[src/rtl/mbx_pkg.sv]
package mbx_pkg;

  typedef enum logic [2:0] {
    PH_IDLE     = 3'd0,
    PH_CMD      = 3'd1,
    PH_LEN      = 3'd2,
    PH_DATA     = 3'd3,
    PH_EXEC_AGT = 3'd4,
    PH_EXEC_HST = 3'd5,
    PH_ERR      = 3'd6
  } phase_e;

  typedef enum logic [3:0] {
    RES_BUSY = 4'd0,
    RES_RDY  = 4'd1,
    RES_DONE = 4'd2,
    RES_FAIL = 4'd3
  } result_e;

  localparam logic [5:0] A_LOCK   = 6'h00;
  localparam logic [5:0] A_USER   = 6'h04;
  localparam logic [5:0] A_CMD    = 6'h08;
  localparam logic [5:0] A_LEN    = 6'h0C;
  localparam logic [5:0] A_DIN    = 6'h10;
  localparam logic [5:0] A_DOUT   = 6'h14;
  localparam logic [5:0] A_EXEC   = 6'h18;
  localparam logic [5:0] A_STS    = 6'h1C;
  localparam logic [5:0] A_UNLOCK = 6'h20;

  // Sum of the lowest nb bytes of a word (nb in 0..4).
  function automatic logic [31:0] byte_sum(input logic [31:0] w, input logic [2:0] nb);
    logic [31:0] acc;
    acc = '0;
    for (int b = 0; b < 4; b++) begin
      if (3'(b) < nb) acc = acc + {24'b0, w[8*b +: 8]};
    end
    return acc;
  endfunction

endpackage

[src/rtl/mbx_payload_store.sv]
module mbx_payload_store #(
  parameter int DEPTH = 64
) (
  input  logic                        clk,
  input  logic                        rst_n,
  input  logic                        clr,
  input  logic                        push,
  input  logic [31:0]                 push_word,
  input  logic                        pop,
  output logic [31:0]                 pop_word,
  output logic [$clog2(DEPTH):0]      count
);
  localparam int IDXW = $clog2(DEPTH);
  localparam int CNTW = IDXW + 1;

  logic [31:0]     mem [DEPTH];
  logic [CNTW-1:0] cnt_q, cnt_d;
  logic [CNTW-1:0] rd_q, rd_d;
  logic            rd_avail;

  assign rd_avail = (rd_q < cnt_q);

  always_comb begin
    cnt_d = cnt_q;
    rd_d  = rd_q;
    if (clr) begin
      cnt_d = '0;
      rd_d  = '0;
    end else begin
      if (push) cnt_d = cnt_q + CNTW'(1);
      if (pop && rd_avail) rd_d = rd_q + CNTW'(1);
    end
  end

  always_ff @(posedge clk or negedge rst_n) begin
    if (!rst_n) begin
      cnt_q <= '0;
      rd_q  <= '0;
    end else begin
      cnt_q <= cnt_d;
      rd_q  <= rd_d;
    end
  end

  // Storage array without reset; contents only read below the fill count.
  always_ff @(posedge clk) begin
    if (push && !clr) mem[cnt_q[IDXW-1:0]] <= push_word;
  end

  assign pop_word = rd_avail ? mem[rd_q[IDXW-1:0]] : 32'h0;
  assign count    = cnt_q;

endmodule

[src/rtl/mbx_csum_acc.sv]
module mbx_csum_acc
  import mbx_pkg::*;
(
  input  logic        clk,
  input  logic        rst_n,
  input  logic        load_cmd,
  input  logic [31:0] cmd_word,
  input  logic        add_en,
  input  logic        add_whole,
  input  logic [31:0] add_word,
  input  logic [2:0]  add_nbytes,
  output logic        sum_zero
);
  logic [31:0] sum_q, sum_d;

  always_comb begin
    sum_d = sum_q;
    if (load_cmd)
      sum_d = byte_sum(cmd_word, 3'd4);
    else if (add_en)
      sum_d = sum_q + (add_whole ? add_word : byte_sum(add_word, add_nbytes));
  end

  always_ff @(posedge clk or negedge rst_n) begin
    if (!rst_n) sum_q <= '0;
    else        sum_q <= sum_d;
  end

  assign sum_zero = (sum_q == 32'h0);

endmodule

[src/rtl/mbx_busy_timer.sv]
module mbx_busy_timer #(
  parameter int BUSY_CYCLES = 8
) (
  input  logic clk,
  input  logic rst_n,
  input  logic start,
  input  logic abort,
  output logic done
);
  localparam int CW = $clog2(BUSY_CYCLES + 1);

  logic [CW-1:0] cnt_q, cnt_d;
  logic          run_q, run_d;

  assign done = run_q && (cnt_q == '0);

  always_comb begin
    cnt_d = cnt_q;
    run_d = run_q;
    if (start) begin
      cnt_d = CW'(BUSY_CYCLES - 1);
      run_d = 1'b1;
    end else if (abort || done) begin
      run_d = 1'b0;
    end else if (run_q) begin
      cnt_d = cnt_q - CW'(1);
    end
  end

  always_ff @(posedge clk or negedge rst_n) begin
    if (!rst_n) begin
      cnt_q <= '0;
      run_q <= 1'b0;
    end else begin
      cnt_q <= cnt_d;
      run_q <= run_d;
    end
  end

endmodule

[src/rtl/cmd_mailbox.sv]
module cmd_mailbox
  import mbx_pkg::*;
#(
  parameter int DEPTH       = 64,
  parameter int BUSY_CYCLES = 8
) (
  input  logic        clk,
  input  logic        rst_n,
  input  logic        host_wr,
  input  logic        host_rd,
  input  logic [5:0]  host_addr,
  input  logic [31:0] host_wdata,
  output logic [31:0] host_rdata
);
  localparam int          CNTW    = $clog2(DEPTH) + 1;
  localparam logic [31:0] LEN_MAX = 32'(DEPTH * 4);

  phase_e      state_q, state_d;
  result_e     result_q, result_d;
  logic        lock_q, lock_d;
  logic [31:0] cmd_q, len_q, user_q;

  logic            rd_en, lock_grab, release_req, own_wr;
  logic            cmd_we, len_we, user_we, push, exec_start;
  logic [CNTW-1:0] wr_count;
  logic [31:0]     recv_bytes, remaining;
  logic            len_full;
  logic [2:0]      push_nbytes;
  logic [31:0]     pop_word;
  logic            sum_zero, timer_done, timer_abort;

  assign rd_en       = host_rd && !host_wr;
  assign own_wr      = host_wr && lock_q;
  assign lock_grab   = rd_en && (host_addr == A_LOCK) && !lock_q;
  assign release_req = own_wr &&
                       (((host_addr == A_EXEC) && !host_wdata[0]) || (host_addr == A_UNLOCK));

  assign recv_bytes  = {{(30-CNTW){1'b0}}, wr_count, 2'b00};
  assign len_full    = (recv_bytes >= len_q);
  assign remaining   = len_q - recv_bytes;
  assign push_nbytes = (remaining >= 32'd4) ? 3'd4 : remaining[2:0];

  // Phase sequencing
  always_comb begin
    state_d    = state_q;
    result_d   = result_q;
    lock_d     = lock_q;
    cmd_we     = 1'b0;
    len_we     = 1'b0;
    push       = 1'b0;
    exec_start = 1'b0;
    if (lock_grab) begin
      lock_d   = 1'b1;
      state_d  = PH_CMD;
      result_d = RES_BUSY;
    end else if (own_wr) begin
      if (release_req) begin
        lock_d   = 1'b0;
        state_d  = PH_IDLE;
        result_d = RES_BUSY;
      end else if (state_q != PH_ERR) begin
        unique case (host_addr)
          A_CMD: begin
            if (state_q == PH_CMD) begin
              cmd_we  = 1'b1;
              state_d = PH_LEN;
            end else state_d = PH_ERR;
          end
          A_LEN: begin
            if (state_q == PH_LEN && host_wdata <= LEN_MAX) begin
              len_we  = 1'b1;
              state_d = PH_DATA;
            end else state_d = PH_ERR;
          end
          A_DIN: begin
            if (state_q == PH_DATA && !len_full) push = 1'b1;
            else state_d = PH_ERR;
          end
          A_EXEC: begin
            if (state_q == PH_DATA && len_full) begin
              exec_start = 1'b1;
              state_d    = PH_EXEC_AGT;
              result_d   = RES_BUSY;
            end else state_d = PH_ERR;
          end
          default: ;
        endcase
      end
    end
    if (state_q == PH_EXEC_AGT && state_d == PH_EXEC_AGT && timer_done) begin
      state_d  = PH_EXEC_HST;
      result_d = sum_zero ? RES_DONE : RES_FAIL;
    end
  end

  assign user_we     = own_wr && (host_addr == A_USER);
  assign timer_abort = (state_d != PH_EXEC_AGT);

  always_ff @(posedge clk or negedge rst_n) begin
    if (!rst_n) begin
      state_q  <= PH_IDLE;
      result_q <= RES_BUSY;
      lock_q   <= 1'b0;
    end else begin
      state_q  <= state_d;
      result_q <= result_d;
      lock_q   <= lock_d;
    end
  end

  always_ff @(posedge clk or negedge rst_n) begin
    if (!rst_n) begin
      cmd_q  <= '0;
      len_q  <= '0;
      user_q <= '0;
    end else begin
      if (cmd_we)  cmd_q  <= host_wdata;
      if (len_we)  len_q  <= host_wdata;
      if (user_we) user_q <= host_wdata;
    end
  end

  mbx_payload_store #(.DEPTH(DEPTH)) u_store (
    .clk       (clk),
    .rst_n     (rst_n),
    .clr       (lock_grab),
    .push      (push),
    .push_word (host_wdata),
    .pop       (rd_en && (host_addr == A_DOUT) && lock_q),
    .pop_word  (pop_word),
    .count     (wr_count)
  );

  mbx_csum_acc u_csum (
    .clk        (clk),
    .rst_n      (rst_n),
    .load_cmd   (cmd_we),
    .cmd_word   (host_wdata),
    .add_en     (push),
    .add_whole  (wr_count == '0),
    .add_word   (host_wdata),
    .add_nbytes (push_nbytes),
    .sum_zero   (sum_zero)
  );

  mbx_busy_timer #(.BUSY_CYCLES(BUSY_CYCLES)) u_timer (
    .clk   (clk),
    .rst_n (rst_n),
    .start (exec_start),
    .abort (timer_abort),
    .done  (timer_done)
  );

  // Read mux
  always_comb begin
    host_rdata = '0;
    if (rd_en) begin
      unique case (host_addr)
        A_LOCK: host_rdata = {31'b0, lock_q};
        A_USER: host_rdata = user_q;
        A_CMD:  host_rdata = cmd_q;
        A_LEN:  host_rdata = len_q;
        A_DOUT: host_rdata = pop_word;
        A_EXEC: host_rdata = {31'b0, (state_q == PH_EXEC_AGT) || (state_q == PH_EXEC_HST)};
        A_STS:  host_rdata = {22'b0, lock_q, state_q, 2'b0, result_q};
        default: host_rdata = '0;
      endcase
    end
  end

endmodule

[config.mk]
export PLATFORM = sky130hd
export DESIGN_NAME = cmd_mailbox
export DESIGN_NICKNAME = d
export VERILOG_FILES = /design/src/rtl/mbx_pkg.sv /design/src/rtl/mbx_payload_store.sv /design/src/rtl/mbx_csum_acc.sv /design/src/rtl/mbx_busy_timer.sv /design/src/rtl/cmd_mailbox.sv
export SDC_FILE = /design/constraint.sdc
export NUM_CORES = 2
export LEC_CHECK = 0
export ABC_CLOCK_PERIOD_IN_PS = 19810
export BUFFER_PORTS_ARGS = -buffer_cell sky130_fd_sc_hd__buf_2
export CAP_MARGIN = 10
export CORE_MARGIN = 3
export CORE_UTILIZATION = 30
export CTS_BUF_LIST = sky130_fd_sc_hd__clkbuf_4 sky130_fd_sc_hd__clkbuf_8 sky130_fd_sc_hd__clkbuf_16
export DETAILED_ROUTE_END_ITERATION = 8
export GPL_ROUTABILITY_DRIVEN = 0
export PLACE_DENSITY = 0.52
export SLEW_MARGIN = 20
export SYNTH_ARGS = -nofsm -noshare
export SYNTH_HDL_FRONTEND = slang
export SYNTH_HIERARCHICAL = 1
export SYNTH_SLANG_ARGS = --single-unit
[constraint.sdc]
create_clock -name clk -period 19.81 [get_ports clk]
set_clock_uncertainty 0.05 [all_clocks]
set_input_delay 0 -clock clk [delete_from_list [all_inputs] [get_ports clk]]
set_output_delay 0 -clock clk [all_outputs]
set_load 0.01 [all_outputs]
==> impl_metrics.json <==
{
  "root_buffer": "clkbuf_16",
  "drive_above_1_share_pct": 24.1,
  "fmax_mhz": 86.9,
  "cts.clk_slew.worst_paths_ps": 60,
  "initial_core_util_pct": 30.3,
  "ys.flop_type": "edfxtp_1",
  "grt_pass1_wl_um": 386000,
  "grt_max_degree": 112,
  "ios": 74,
  "wl_met2_um": 128000,
  "power_mw": 9.93,
  "synthesis.nets": 4932,
  "finalHoldViolCount": 0,
  "clock-sinks": 2201,
  "p_per_area_nw_per_um2": 95.5,
  "cts.repair.resized": 0,
  "core.rowCount": 200,
  "grt-ovfl-total": 0,
  "crit_fanout": 21,
  "cts-htree-levels": 4,
  "cts_tree": "built",
  "grt_pass1_vias": 49600,
  "ant_nets": 0,
  "path_delay_family": "compound AO/OA/AOI/OAI gates",
  "syn_inst": 4788,
  "wl_um": 274000,
  "via_per_inst": 5.37,
  "cp-start-kind": "register",
  "drt-pass1-iter-count": 7,
  "dieArea_sq_um": 308000,
  "setup_ws_ps": 8300,
  "async_reset_ff_share_pct": 6.95,
  "rsz0062_at_grt": "false",
  "fp.dieW_um": 555,
  "dpl.hpwl_um": 161000,
  "area_delta_synth_final_pct": 14.9,
  "setup_viol_count_final": 0,
  "wire_per_inst_um": 29.8,
  "crit_path_max_incr_delay_ps": 640,
  "grt_usage_pct": 17.5,
  "crit_arrival_ps": 12210,
  "max_slew.worst_pin.slew_ps": 1230,
  "post-route-period-util_pct": 58.1,
  "cp_num_buf_inv": 0,
  "vias": 49400,
  "insertion_delay_ps": 880,
  "status": "complete, no violations",
  "holdCritPathClass": "primary input to register",
  "synth-seq-cells": 2201,
  "io_buffer_count": 73,
  "syn_area_sq_um": 90400,
  "crit_required_ps": 20510,
  "fin_tns_setup_ps": 0,
  "nets": 5197,
  "clockBufferDepth": 3,
  "vdd_ir_drop_max_mv": 0.0810,
  "synth-edff-count": 2048,
  "yosysSeqAreaShare_pct": 72.3,
  "ys_types": 107,
  "pre_cts_ws_ps": 8520,
  "crit_path_end_kind": "register",
  "top_layer": "met5",
  "crit_type": "register to register",
  "slew_violations": 0,
  "cellLeakagePower_nw": 33.0,
  "crit_top_cell": "ha_1",
  "routed-wl-met3_um": 21800,
  "dieHeight_um": 555,
  "antenna_found_initial": 24,
  "cts_buffers": 220,
  "yosys_warnings": 6,
  "min_period_ps": 11510,
  "crit_slowest_cell": "or3_1",
  "max_cap_viol_count": 0,
  "first_iter_violations": 5888,
  "core-area_sq_um": 298000,
  "wl_met1_um": 118000,
  "drc": 0,
  "slew_headroom_pct": 16.6,
  "syn_area_per_cell_sq_um": 18.9
}
==> area by class of cell <==
| class | count | area, sq um |
|---|---|---|
| Clock inverter | 122 | 1180 |
| Timing Repair Buffer | 298 | 2340 |
| Clock buffer | 279 | 5980 |
| Fill cell | 28100 | 194000 |
| Antenna cell | 13 | 32.5 |
| Sequential cell | 2201 | 65300 |
| Tap cell | 3939 | 4930 |
| Multi-Input combinational cell | 2271 | 23900 |
| Inverter | 61 | 229 |
==> repair_timing <==
item | 4_1_cts | 5_1_grt
hold buffers | 49 | 0
endpoints found under the hold margin | 1396 | 0
buffers inserted | 0 | 0
==> sequential cells by signal, indices dropped and copies added (netlist names) <==
register and count:
cmd_q 32, len_q 32, lock_q 1, result_q 2, state_q 3, u_csum/sum_q 32, u_store/count 7, u_store/mem 2048
u_store/rd_q 7, u_timer/cnt_q 4, u_timer/run_q 1, user_q 32
==> report_power, final <==
group	leakage [nW]	internal, mW	switching, mW	total, mW
clock network	3.58	2.35	1.79	4.14
logic	8.96	0.211	0.482	0.692
registers	20.5	5.08	0.0144	5.10
==> layer usage <==
layer | global-route usage (%) | vias up
met4 | 4.68 | 4
met3 | 3.41 | 348
li1 | - | 20300
met1 | 24.7 | 26800
met2 | 27.7 | 1918
met5 | 0 | -
==> per-stage QoR <==
step	cells	hold WS, ps	utilization, %	instance area [sq um]
2_1_floorplan	4788	-346	-	90400
3_3_place_gp	8720	105	32.2	96200
3_5_place_dp	8720	106	32.2	96200
4_1_cts	9170	38.8	34.8	104000
5_1_grt	9172	77.4	34.8	104000
6_report	9184	113	34.8	104000
==> worst paths after layout <==
check / startpoint / end / slack, ps / depth (start not counted)
hold / removal: host_wdata[26] / u_store/mem[8][26] / 110 / 2
setup / recovery: u_store/count[0] / u_csum/sum_q[29] / 8300 / 42
setup reg to reg: u_store/count[0] / u_csum/sum_q[29] / 8300 / 42
max in group asynchronous: rst_n / len_q[15] / 18630 / 4
min in group asynchronous: rst_n / u_csum/sum_q[24] / 230 / 4
hold reg to reg: cmd_q[28] / cmd_q[28] / 440 / 1
==> cells in the mapped netlist, drive strengths merged, types with 32 or more instances <==
master	n	area (sq um)
dfrtp	153	3830
nor3	46	235
xnor2	48	420
clkbuf	99	372
ha	94	1180
buf	156	1200
o21ai	75	379
a22o	47	412
nand2	98	368
mux2i	84	841
edfxtp	2048	61500
nand3	48	253
a211oi	32	250
nor2	296	1110
inv	58	218
mux4	470	10600
a21oi	104	536
a21o	35	264
mux2	95	1070
and2	39	244
o22ai	145	913
nor2b	56	350
==> cell families (layout without fill, tap and decap cells) <==
logic type	after synthesis	after routing	share of synthesized area, %
xor+xnor	67	67	0.649
mux	649	649	13.8
other cells	0	13	0
simple gates	757	757	4.23
compound gates	693	693	5.53
fa+ha+maj	105	105	1.51
flops	2201	2201	72.3
buf+inv	316	760	1.99
==> cell usage in the layout (no fill, tap or decap), drive strengths merged, types with 75 or more instances in the layout <==
cell type,instances
nand2,98
edfxtp,2048
dfrtp,153
clkbuf,279
mux2,95
mux2i,84
nor2,296
mux4,470
clkinv,100
buf,250
ha,94
o21ai,75
a21oi,104
o22ai,145
No activity file was read; power rests on OpenSTA's default activity.
